## src/rtl/useq_pkg.sv

```systemverilog
package useq_pkg;
  localparam int UINSTR_W = 37;
  localparam int OP_W     = 3;
  localparam int WORD_W   = OP_W + UINSTR_W;
  localparam int CNT_W    = 8;

  typedef enum logic [OP_W-1:0] {
    OP_EXEC   = 3'd0,
    OP_REPEAT = 3'd1,
    OP_ENDREP = 3'd2,
    OP_STOP   = 3'd3
  } op_e;
endpackage

```

## src/rtl/useq_prog_mem.sv

```systemverilog
module useq_prog_mem #(
  parameter int DEPTH = 32,
  parameter int WIDTH = 40,
  parameter int AW    = 5
) (
  input  logic             clk_i,
  input  logic             we_i,
  input  logic [AW-1:0]    waddr_i,
  input  logic [WIDTH-1:0] wdata_i,
  input  logic [AW-1:0]    raddr_i,
  output logic [WIDTH-1:0] rdata_o
);
  logic [WIDTH-1:0] mem_q [DEPTH];

  always_ff @(posedge clk_i) begin
    if (we_i) mem_q[waddr_i] <= wdata_i;
  end

  assign rdata_o = mem_q[raddr_i];
endmodule

```

## src/rtl/useq_loop_stack.sv

```systemverilog
module useq_loop_stack #(
  parameter int DEPTH = 4,
  parameter int AW    = 5,
  parameter int CW    = 8
) (
  input  logic          clk_i,
  input  logic          rst_ni,
  input  logic          clr_i,
  input  logic          push_i,
  input  logic [AW-1:0] push_addr_i,
  input  logic [CW-1:0] push_cnt_i,
  input  logic          pop_i,
  input  logic          dec_i,
  output logic [AW-1:0] top_addr_o,
  output logic [CW-1:0] top_cnt_o,
  output logic          empty_o,
  output logic          full_o
);
  localparam int LW = $clog2(DEPTH + 1);
  localparam int IW = (DEPTH > 1) ? $clog2(DEPTH) : 1;

  logic [LW-1:0] lvl_q;
  logic [AW-1:0] addr_q [DEPTH];
  logic [CW-1:0] cnt_q  [DEPTH];
  logic [IW-1:0] top_idx;

  always_ff @(posedge clk_i or negedge rst_ni) begin
    if (!rst_ni)     lvl_q <= '0;
    else if (clr_i)  lvl_q <= '0;
    else if (push_i) lvl_q <= lvl_q + LW'(1);
    else if (pop_i)  lvl_q <= lvl_q - LW'(1);
  end

  for (genvar g = 0; g < DEPTH; g++) begin : g_entry
    always_ff @(posedge clk_i or negedge rst_ni) begin
      if (!rst_ni) begin
        addr_q[g] <= '0;
        cnt_q[g]  <= '0;
      end else if (push_i && lvl_q == LW'(g)) begin
        addr_q[g] <= push_addr_i;
        cnt_q[g]  <= push_cnt_i;
      end else if (dec_i && lvl_q == LW'(g + 1)) begin
        cnt_q[g]  <= cnt_q[g] - CW'(1);
      end
    end
  end

  assign top_idx    = IW'(lvl_q - LW'(1));
  assign empty_o    = (lvl_q == '0);
  assign full_o     = (lvl_q == LW'(DEPTH));
  assign top_addr_o = empty_o ? '0 : addr_q[top_idx];
  assign top_cnt_o  = empty_o ? '0 : cnt_q[top_idx];

  // nesting limit
  assert_no_overflow_R6: assert property (@(posedge clk_i) disable iff (!rst_ni)
    push_i |-> !full_o);
  // end-repeat only against an open loop
  assert_no_underflow_R5: assert property (@(posedge clk_i) disable iff (!rst_ni)
    (pop_i || dec_i) |-> !empty_o);
  assert_push_pop_excl_R5: assert property (@(posedge clk_i) disable iff (!rst_ni)
    !(push_i && (pop_i || dec_i)));
endmodule

```

## src/rtl/useq_top.sv

```systemverilog
module useq_top
  import useq_pkg::*;
#(
  parameter int PROG_DEPTH = 32,
  parameter int LOOP_DEPTH = 4,
  parameter int DATA_W     = 12,
  localparam int AW        = $clog2(PROG_DEPTH)
) (
  input  logic                clk_i,
  input  logic                rst_ni,
  input  logic                load_en_i,
  input  logic [AW-1:0]       load_addr_i,
  input  logic [WORD_W-1:0]   load_word_i,
  input  logic                start_i,
  input  logic [DATA_W-1:0]   data_i,
  output logic                busy_o,
  output logic                issue_o,
  output logic [UINSTR_W-1:0] uinstr_o,
  output logic [DATA_W-1:0]   data_o
);
  localparam int SKW = AW + 1;

  logic                busy_q, busy_d;
  logic [AW-1:0]       pc_q, pc_d;
  logic                issue_q, issue_d;
  logic [UINSTR_W-1:0] uinstr_q;
  logic [DATA_W-1:0]   data_q;
  logic                skip_q, skip_d;
  logic [SKW-1:0]      skip_lvl_q, skip_lvl_d;

  logic [WORD_W-1:0]   word;
  op_e                 op;
  logic [UINSTR_W-1:0] payload;
  logic [CNT_W-1:0]    rep_n;

  logic                st_clr, st_push, st_pop, st_dec, st_empty, st_full;
  logic [AW-1:0]       st_addr;
  logic [CNT_W-1:0]    st_cnt;

  useq_prog_mem #(.DEPTH(PROG_DEPTH), .WIDTH(WORD_W), .AW(AW)) u_mem (
    .clk_i   (clk_i),
    .we_i    (load_en_i && !busy_q),
    .waddr_i (load_addr_i),
    .wdata_i (load_word_i),
    .raddr_i (pc_q),
    .rdata_o (word)
  );

  useq_loop_stack #(.DEPTH(LOOP_DEPTH), .AW(AW), .CW(CNT_W)) u_stack (
    .clk_i       (clk_i),
    .rst_ni      (rst_ni),
    .clr_i       (st_clr),
    .push_i      (st_push),
    .push_addr_i (pc_q + AW'(1)),
    .push_cnt_i  (rep_n),
    .pop_i       (st_pop),
    .dec_i       (st_dec),
    .top_addr_o  (st_addr),
    .top_cnt_o   (st_cnt),
    .empty_o     (st_empty),
    .full_o      (st_full)
  );

  assign op      = op_e'(word[WORD_W-1 -: OP_W]);
  assign payload = word[UINSTR_W-1:0];
  assign rep_n   = payload[CNT_W-1:0];

  always_comb begin
    busy_d     = busy_q;
    pc_d       = pc_q;
    issue_d    = 1'b0;
    skip_d     = skip_q;
    skip_lvl_d = skip_lvl_q;
    st_clr     = 1'b0;
    st_push    = 1'b0;
    st_pop     = 1'b0;
    st_dec     = 1'b0;
    if (!busy_q) begin
      if (start_i) begin
        busy_d     = 1'b1;
        pc_d       = '0;
        skip_d     = 1'b0;
        skip_lvl_d = '0;
        st_clr     = 1'b1;
      end
    end else if (skip_q) begin
      // scan forward to the matching end-repeat
      pc_d = pc_q + AW'(1);
      if (op == OP_REPEAT) begin
        skip_lvl_d = skip_lvl_q + SKW'(1);
      end else if (op == OP_ENDREP) begin
        if (skip_lvl_q == '0) skip_d = 1'b0;
        else                  skip_lvl_d = skip_lvl_q - SKW'(1);
      end
    end else begin
      case (op)
        OP_EXEC: begin
          issue_d = 1'b1;
          pc_d    = pc_q + AW'(1);
        end
        OP_REPEAT: begin
          pc_d = pc_q + AW'(1);
          if (rep_n == '0) begin
            skip_d     = 1'b1;
            skip_lvl_d = '0;
          end else begin
            st_push = 1'b1;
          end
        end
        OP_ENDREP: begin
          if (st_empty) begin
            pc_d = pc_q + AW'(1);
          end else if (st_cnt > CNT_W'(1)) begin
            st_dec = 1'b1;
            pc_d   = st_addr;
          end else begin
            st_pop = 1'b1;
            pc_d   = pc_q + AW'(1);
          end
        end
        OP_STOP: busy_d = 1'b0;
        default: pc_d = pc_q + AW'(1);
      endcase
    end
  end

  always_ff @(posedge clk_i or negedge rst_ni) begin
    if (!rst_ni) begin
      busy_q     <= 1'b0;
      pc_q       <= '0;
      issue_q    <= 1'b0;
      uinstr_q   <= '0;
      data_q     <= '0;
      skip_q     <= 1'b0;
      skip_lvl_q <= '0;
    end else begin
      busy_q     <= busy_d;
      pc_q       <= pc_d;
      issue_q    <= issue_d;
      skip_q     <= skip_d;
      skip_lvl_q <= skip_lvl_d;
      if (issue_d) begin
        uinstr_q <= payload;
        data_q   <= data_i;
      end
    end
  end

  assign busy_o   = busy_q;
  assign issue_o  = issue_q;
  assign uinstr_o = uinstr_q;
  assign data_o   = data_q;

  assert_idle_no_issue_R9: assert property (@(posedge clk_i) disable iff (!rst_ni)
    !busy_q |=> !issue_o);
  assert_data_hold_R4: assert property (@(posedge clk_i) disable iff (!rst_ni)
    !issue_o |-> $stable(data_o));
  assert_skip_silent_R7: assert property (@(posedge clk_i) disable iff (!rst_ni)
    skip_q |=> !issue_o);
  assert_stop_clears_busy_R9: assert property (@(posedge clk_i) disable iff (!rst_ni)
    (busy_q && !skip_q && op == OP_STOP) |=> !busy_o);
endmodule

```

## config.mk

```make
export PLATFORM = sky130hd
export DESIGN_NAME = useq_top
export DESIGN_NICKNAME = d
export VERILOG_FILES = /design/src/rtl/useq_pkg.sv /design/src/rtl/useq_prog_mem.sv /design/src/rtl/useq_loop_stack.sv /design/src/rtl/useq_top.sv
export SDC_FILE = /design/constraint.sdc
export NUM_CORES = 1
export LEC_CHECK = 0
export BUFFER_PORTS_ARGS = -buffer_cell sky130_fd_sc_hd__buf_4
export CORE_UTILIZATION = 60
export CTS_CLUSTER_DIAMETER = 80
export CTS_CLUSTER_SIZE = 25
export DETAILED_ROUTE_END_ITERATION = 10
export GPL_TIMING_DRIVEN = 0
export MAX_ROUTING_LAYER = met4
export PLACE_DENSITY = 0.77
export SLEW_MARGIN = 5
export SYNTH_ARGS = -nofsm -noshare
export SYNTH_HDL_FRONTEND = slang
export SYNTH_HIERARCHICAL = 1
export SYNTH_SLANG_ARGS = --single-unit
```

## constraint.sdc

```tcl
create_clock -name clk_i -period 11.6 [get_ports clk_i]
set_clock_uncertainty 0.2 [all_clocks]
set_input_delay 0.58 -clock clk_i [delete_from_list [all_inputs] [get_ports clk_i]]
set_output_delay 0.58 -clock clk_i [all_outputs]
set_load 0.02 [all_outputs]
```

==> results.toml, run 1 <==
[outcome]
status = "completed"

[critical_path]
cp_common_cell = "buf_2"
cp.required_ps = 11960
path_cells = "and2_1 > buf_4 > buf_2 > clkbuf_1 > a22oi_1 > nand3_1 > nand3_1 > or3b_1 > buf_2 > nor4b_1 > and2b_1 > nand2_1 > buf_2 > mux2_1"
crit_cells = 14
crit-reg2reg-capture = "u_stack/addr_q[15]"
critPathCaptureType = "register"
crit_path_start_kind = "register"
cp_top_family = "simple AND/OR/NAND/NOR gates"
critPathSlowestCell = "nor4b_1"
cp_num_buf_inv = 5
cpPeakStageDelay_ps = 970
worstPathArrival_ps = 6100
worstRegToRegCells = 14
cp-endpoint = "u_stack/addr_q[15]"
r2r_setup_slack_ps = 5860
cp-startpoint = "pc_q[2]"
regToRegStartpoint = "pc_q[2]"
path_max_fanout = 10
crit_type = "register to register"

[yosys]
syn_nets = 3442
yosys_warnings = 6
syn_area_um2 = 55800
syn_area_per_cell_um2 = 16.6
synthCells = 3365

[clock_network]
clock-sinks = 1398
cts-htree-levels = 3
insertion_delay_ps = 670
cts_setup_buffers = 0
cts-root-buf = "clkbuf_16"
cts.clk_slew.worst_paths_ps = 100
clock_path_buffers = 3
cts_tree = "built"
ctsResizeCount = 0
cts_buffers = 68

[placed_design]
numPortBuffers = 111
place_hpwl_um = 82100
place_congestion = 0.871

[global_routing]
grt.overflow.total = 0
grt_max_degree = 67
track_usage = 0.283
antenna_found_initial = 4
grt_pass1_wl_um = 189000
grt_pass1_vias = 29800

[sta]
fin_crit_sh = 0.495
fin_setup_tns_ps = 0
holdWs_ps = 136
maxSlewHeadroom = 0.201
worst_slew_pin_slew_ps = 1180
min_period_ps = 5740
rsz0062_at_grt = "no"
drv_slew = 0
setup_violations = 0
timing.fmax_mhz = 174
finalHoldViolations = 0

[power_and_ir_drop]
power.total_mw = 13.3
powerDensity_nw_per_um2 = 217
p_leak_nw = 21.6
vdd_ir_drop_max_v = 0.000119

[detailed_routing]
via_count = 30600
drt_wl_total_um = 130000
antenna_left = 0
viasPerCell = 6.27
drcViolationCount = 0
drt-initial-drc-count = 3248
wl_per_cell_um = 26.6
dr.pass1.iters = 6

[final_layout]
fin_util = 0.667
syn_to_final_growth_pct = 9.97
drive_above_1_share = 0.111
layout_commonest_cell = "edfxtp_1"
final_cell_mix = "1280 x edfxtp_1, 646 x mux2i_1, 270 x nand2_1"
nets = 3672

[floorplanning]
row_count = 111
die_area_um2 = 94200
die_h_um = 307
ios = 112
core_area_um2 = 91900
die_x_um = 307
start_util = 0.607

[flow_run]
drv_cap = 0

[min_path]
hold_depth = 1
min_path_type = "input pin to register"
-- per-layer routing --
layer	up-vias	GRT usage	share of wire
met1	15600	0.381	0.40
met4	0	0.0870	0.029
met5	-	-	0
met3	210	0.0457	0.085
li1	13500	-	-
met2	1366	0.449	0.49
-- power by group --
| part | internal (mW) | total, mW | switching [mW] |
|---|---|---|---|
| clock | 1.16 | 2.69 | 1.52 |
| combinational | 1.77 | 4.74 | 2.97 |
| sequential | 5.70 | 5.87 | 0.164 |
| total | 8.64 | 13.3 | 4.66 |
-- final cells by class --
type	instances	area, um2
Sequential cell	1398	41400
Fill cell	6169	30600
Multi-Input combinational cell	1762	13500
Clock buffer	100	1890
Timing Repair Buffer	160	1720
Tap cell	1243	1560
Buffer	186	1090
Clock inverter	13	154
Inverter	19	71.3
Antenna cell	4	10.0
-- state kept, by name (all words and copies together) (netlist names) --
| signal | cells |
|---|---|
| uinstr_o | 37 |
| u_stack/addr_q | 20 |
| pc_q | 5 |
| u_stack/lvl_q | 3 |
| skip_q | 1 |
| issue_o | 1 |
| busy_o | 1 |
| u_mem/mem_q | 1280 |
| u_stack/cnt_q | 32 |
| skip_lvl_q | 6 |
| data_o | 12 |
-- worst min-delay path by stage --
stage                        start                  to
detailed placement    uinstr_o[15]        uinstr_o[15]
global route        load_word_i[4]  u_mem/mem_q[21][4]
finish              load_word_i[4]  u_mem/mem_q[21][4]
CTS                 load_word_i[4]  u_mem/mem_q[21][4]
floorplan                   rst_ni              busy_o
global placement      uinstr_o[29]        uinstr_o[29]
-- timing repair --
item / CTS / global route
hold buffers: 13 / 0
hold endpoints to repair: 77 / 0
setup endpoints to repair: 0 / 0
-- through the flow --
stage	cell area, um2	setup WS (ps)	cells
finish	61400	5860	4885
CTS	61400	5860	4881
global placement	58200	5500	4719
global route	61400	5520	4885
detailed placement	59200	5870	4755
floorplan	55800	7640	3365
Power figures use the tool's default switching activity.
==> inputs of run 2 (changes only) <==
Clock period 11.6 ns to 5.3 ns, I/O delays scaled along.
==> results.toml, run 2 (synthesized netlist as in run 1, its figures left out) <==
[outcome]
status = "completed"

[sta]
finalWorstSetupSlack_ps = 138
min_period_ps = 5160
worst_slew_pin_slew_ps = 1130
rsz0062_at_grt = "no"
setup_violations = 0
holdWs_ps = 24.6
fin_setup_tns_ps = 0
drv_slew = 0
finalHoldViolations = 0
fin_crit_sh = 0.974
maxSlewHeadroom = 0.245
timing.fmax_mhz = 194

[critical_path]
path_cells = "and2_1 > buf_4 > buf_2 > buf_1 > a22oi_1 > nand3_1 > nand3_1 > or4_1 > nor2_2 > nor4b_4 > and2b_1 > nand2_1 > buf_2 > mux2_1"
path_max_fanout = 10
cp.required_ps = 5660
cpPeakStageDelay_ps = 590
crit_type = "register to register"
critPathSlowestCell = "dfrtp_1"
crit_path_start_kind = "register"
worstPathArrival_ps = 5520
critPathCaptureType = "register"

[global_routing]
use_met1 = 0.382
grt_max_degree = 67
grt_pass1_vias = 29900
met3_usage = 0.0452
use_met2 = 0.451
grt.overflow.total = 0
antenna_found_initial = 5
track_usage = 0.285
grt_pass1_wl_um = 190000
grt_busiest_layer = "met2"

[final_layout]
fillers = 6134
fin_util = 0.672
layout_commonest_cell = "edfxtp_1"
nets = 3712
largest_register_ffs = 1280
fin_area_um2 = 61800
final_cell_mix = "1280 x edfxtp_1, 646 x mux2i_1, 270 x nand2_1"
top_register = "u_mem/mem_q"
fin_cells = 4925
drive_above_1_share = 0.111
syn_to_final_growth_pct = 10.8

[flow_run]
drv_cap = 0

[power_and_ir_drop]
p_leak_nw = 21.8
powerDensity_nw_per_um2 = 472
vdd_ir_drop_max_v = 0.000259
power.total_mw = 29.2

[clock_network]
cts_tree = "built"
cts-htree-levels = 3
cts_buffers = 68
cts_setup_buffers = 0
clock-sinks = 1398
cts-root-buf = "clkbuf_16"
clock_path_buffers = 3
insertion_delay_ps = 670
cts.clk_slew.worst_paths_ps = 100

[floorplanning]
die_x_um = 307
start_util = 0.607
ios = 112
core_area_um2 = 91900
row_count = 111
die_h_um = 307
die_area_um2 = 94200

[detailed_routing]
viasPerCell = 6.23
wl_per_cell_um = 26.5
antenna_left = 0
drt-initial-drc-count = 3343
dr.pass1.iters = 7
drt_wl_total_um = 131000
via_count = 30700
drcViolationCount = 0

[placed_design]
place_hpwl_um = 82100
numPortBuffers = 111
dpl.cell_count = 4755
dp_slack_ps = -427
place_congestion = 0.871
place_area_um2 = 59200

[min_path]
min_path_type = "input pin to async pin"
## run 2: cell type report
| type | instances | area (um2) | share of cell area |
|---|---|---|---|
| sequential | 1398 | 41400 | 0.670 |
| multi-input combinational | 1762 | 13500 | 0.219 |
| timing repair buffer | 201 | 2130 | 0.0344 |
| clock buffer | 100 | 1890 | 0.0305 |
| tap | 1243 | 1560 | 0.0252 |
| buffer | 185 | 1100 | 0.0178 |
| clock inverter | 13 | 154 | 0.00249 |
| inverter | 19 | 71.3 | 0.00115 |
| antenna | 4 | 10.0 | 0.000162 |
## run 2: path summary, 6_finish.rpt
check,slack (ps),endpoint,from,depth (start not counted)
worst max-delay path,140,u_stack/addr_q[15],pc_q[2],14
worst min-delay path,20,pc_q[1],rst_ni,2
worst max register to register,140,u_stack/addr_q[15],pc_q[2],14
worst min register to register,280,data_o[3],data_o[3],2
max in group asynchronous,4100,uinstr_o[7],rst_ni,3
min in group clk_i,160,data_o[9],data_i[9],4
## run 2: critical path: cells and delay by family (launching register included)
family                 cells  cell delay, ps
DFF                        1             590
AOI/OAI and AO/OA          1             200
muxes                      1             350
buffers and inverters      4            1520
and+or+nand+nor            8            2160
## run 2: timing repair
| action | CTS | global route |
|---|---|---|
| hold buffers | 54 | 0 |
| cloned | 0 | 0 |
| resized for setup | 4 | 12 |
| endpoints found under the hold margin | 1410 | 0 |
| pin swaps | 0 | 0 |
| setup endpoints to repair | 52 | 48 |
## run 2: metal layers
layer  vias up  part of all wire
met5         -                 0
met4         0             0.031
met3       213             0.083
met2      1341              0.48
met1     15600              0.40
li1      13500                 -
## run 2: power by group
part / internal, mW / switching (mW)
logic: 3.92 / 6.53
clock network: 2.54 / 3.34
registers: 12.5 / 0.359
total: 18.9 / 10.2
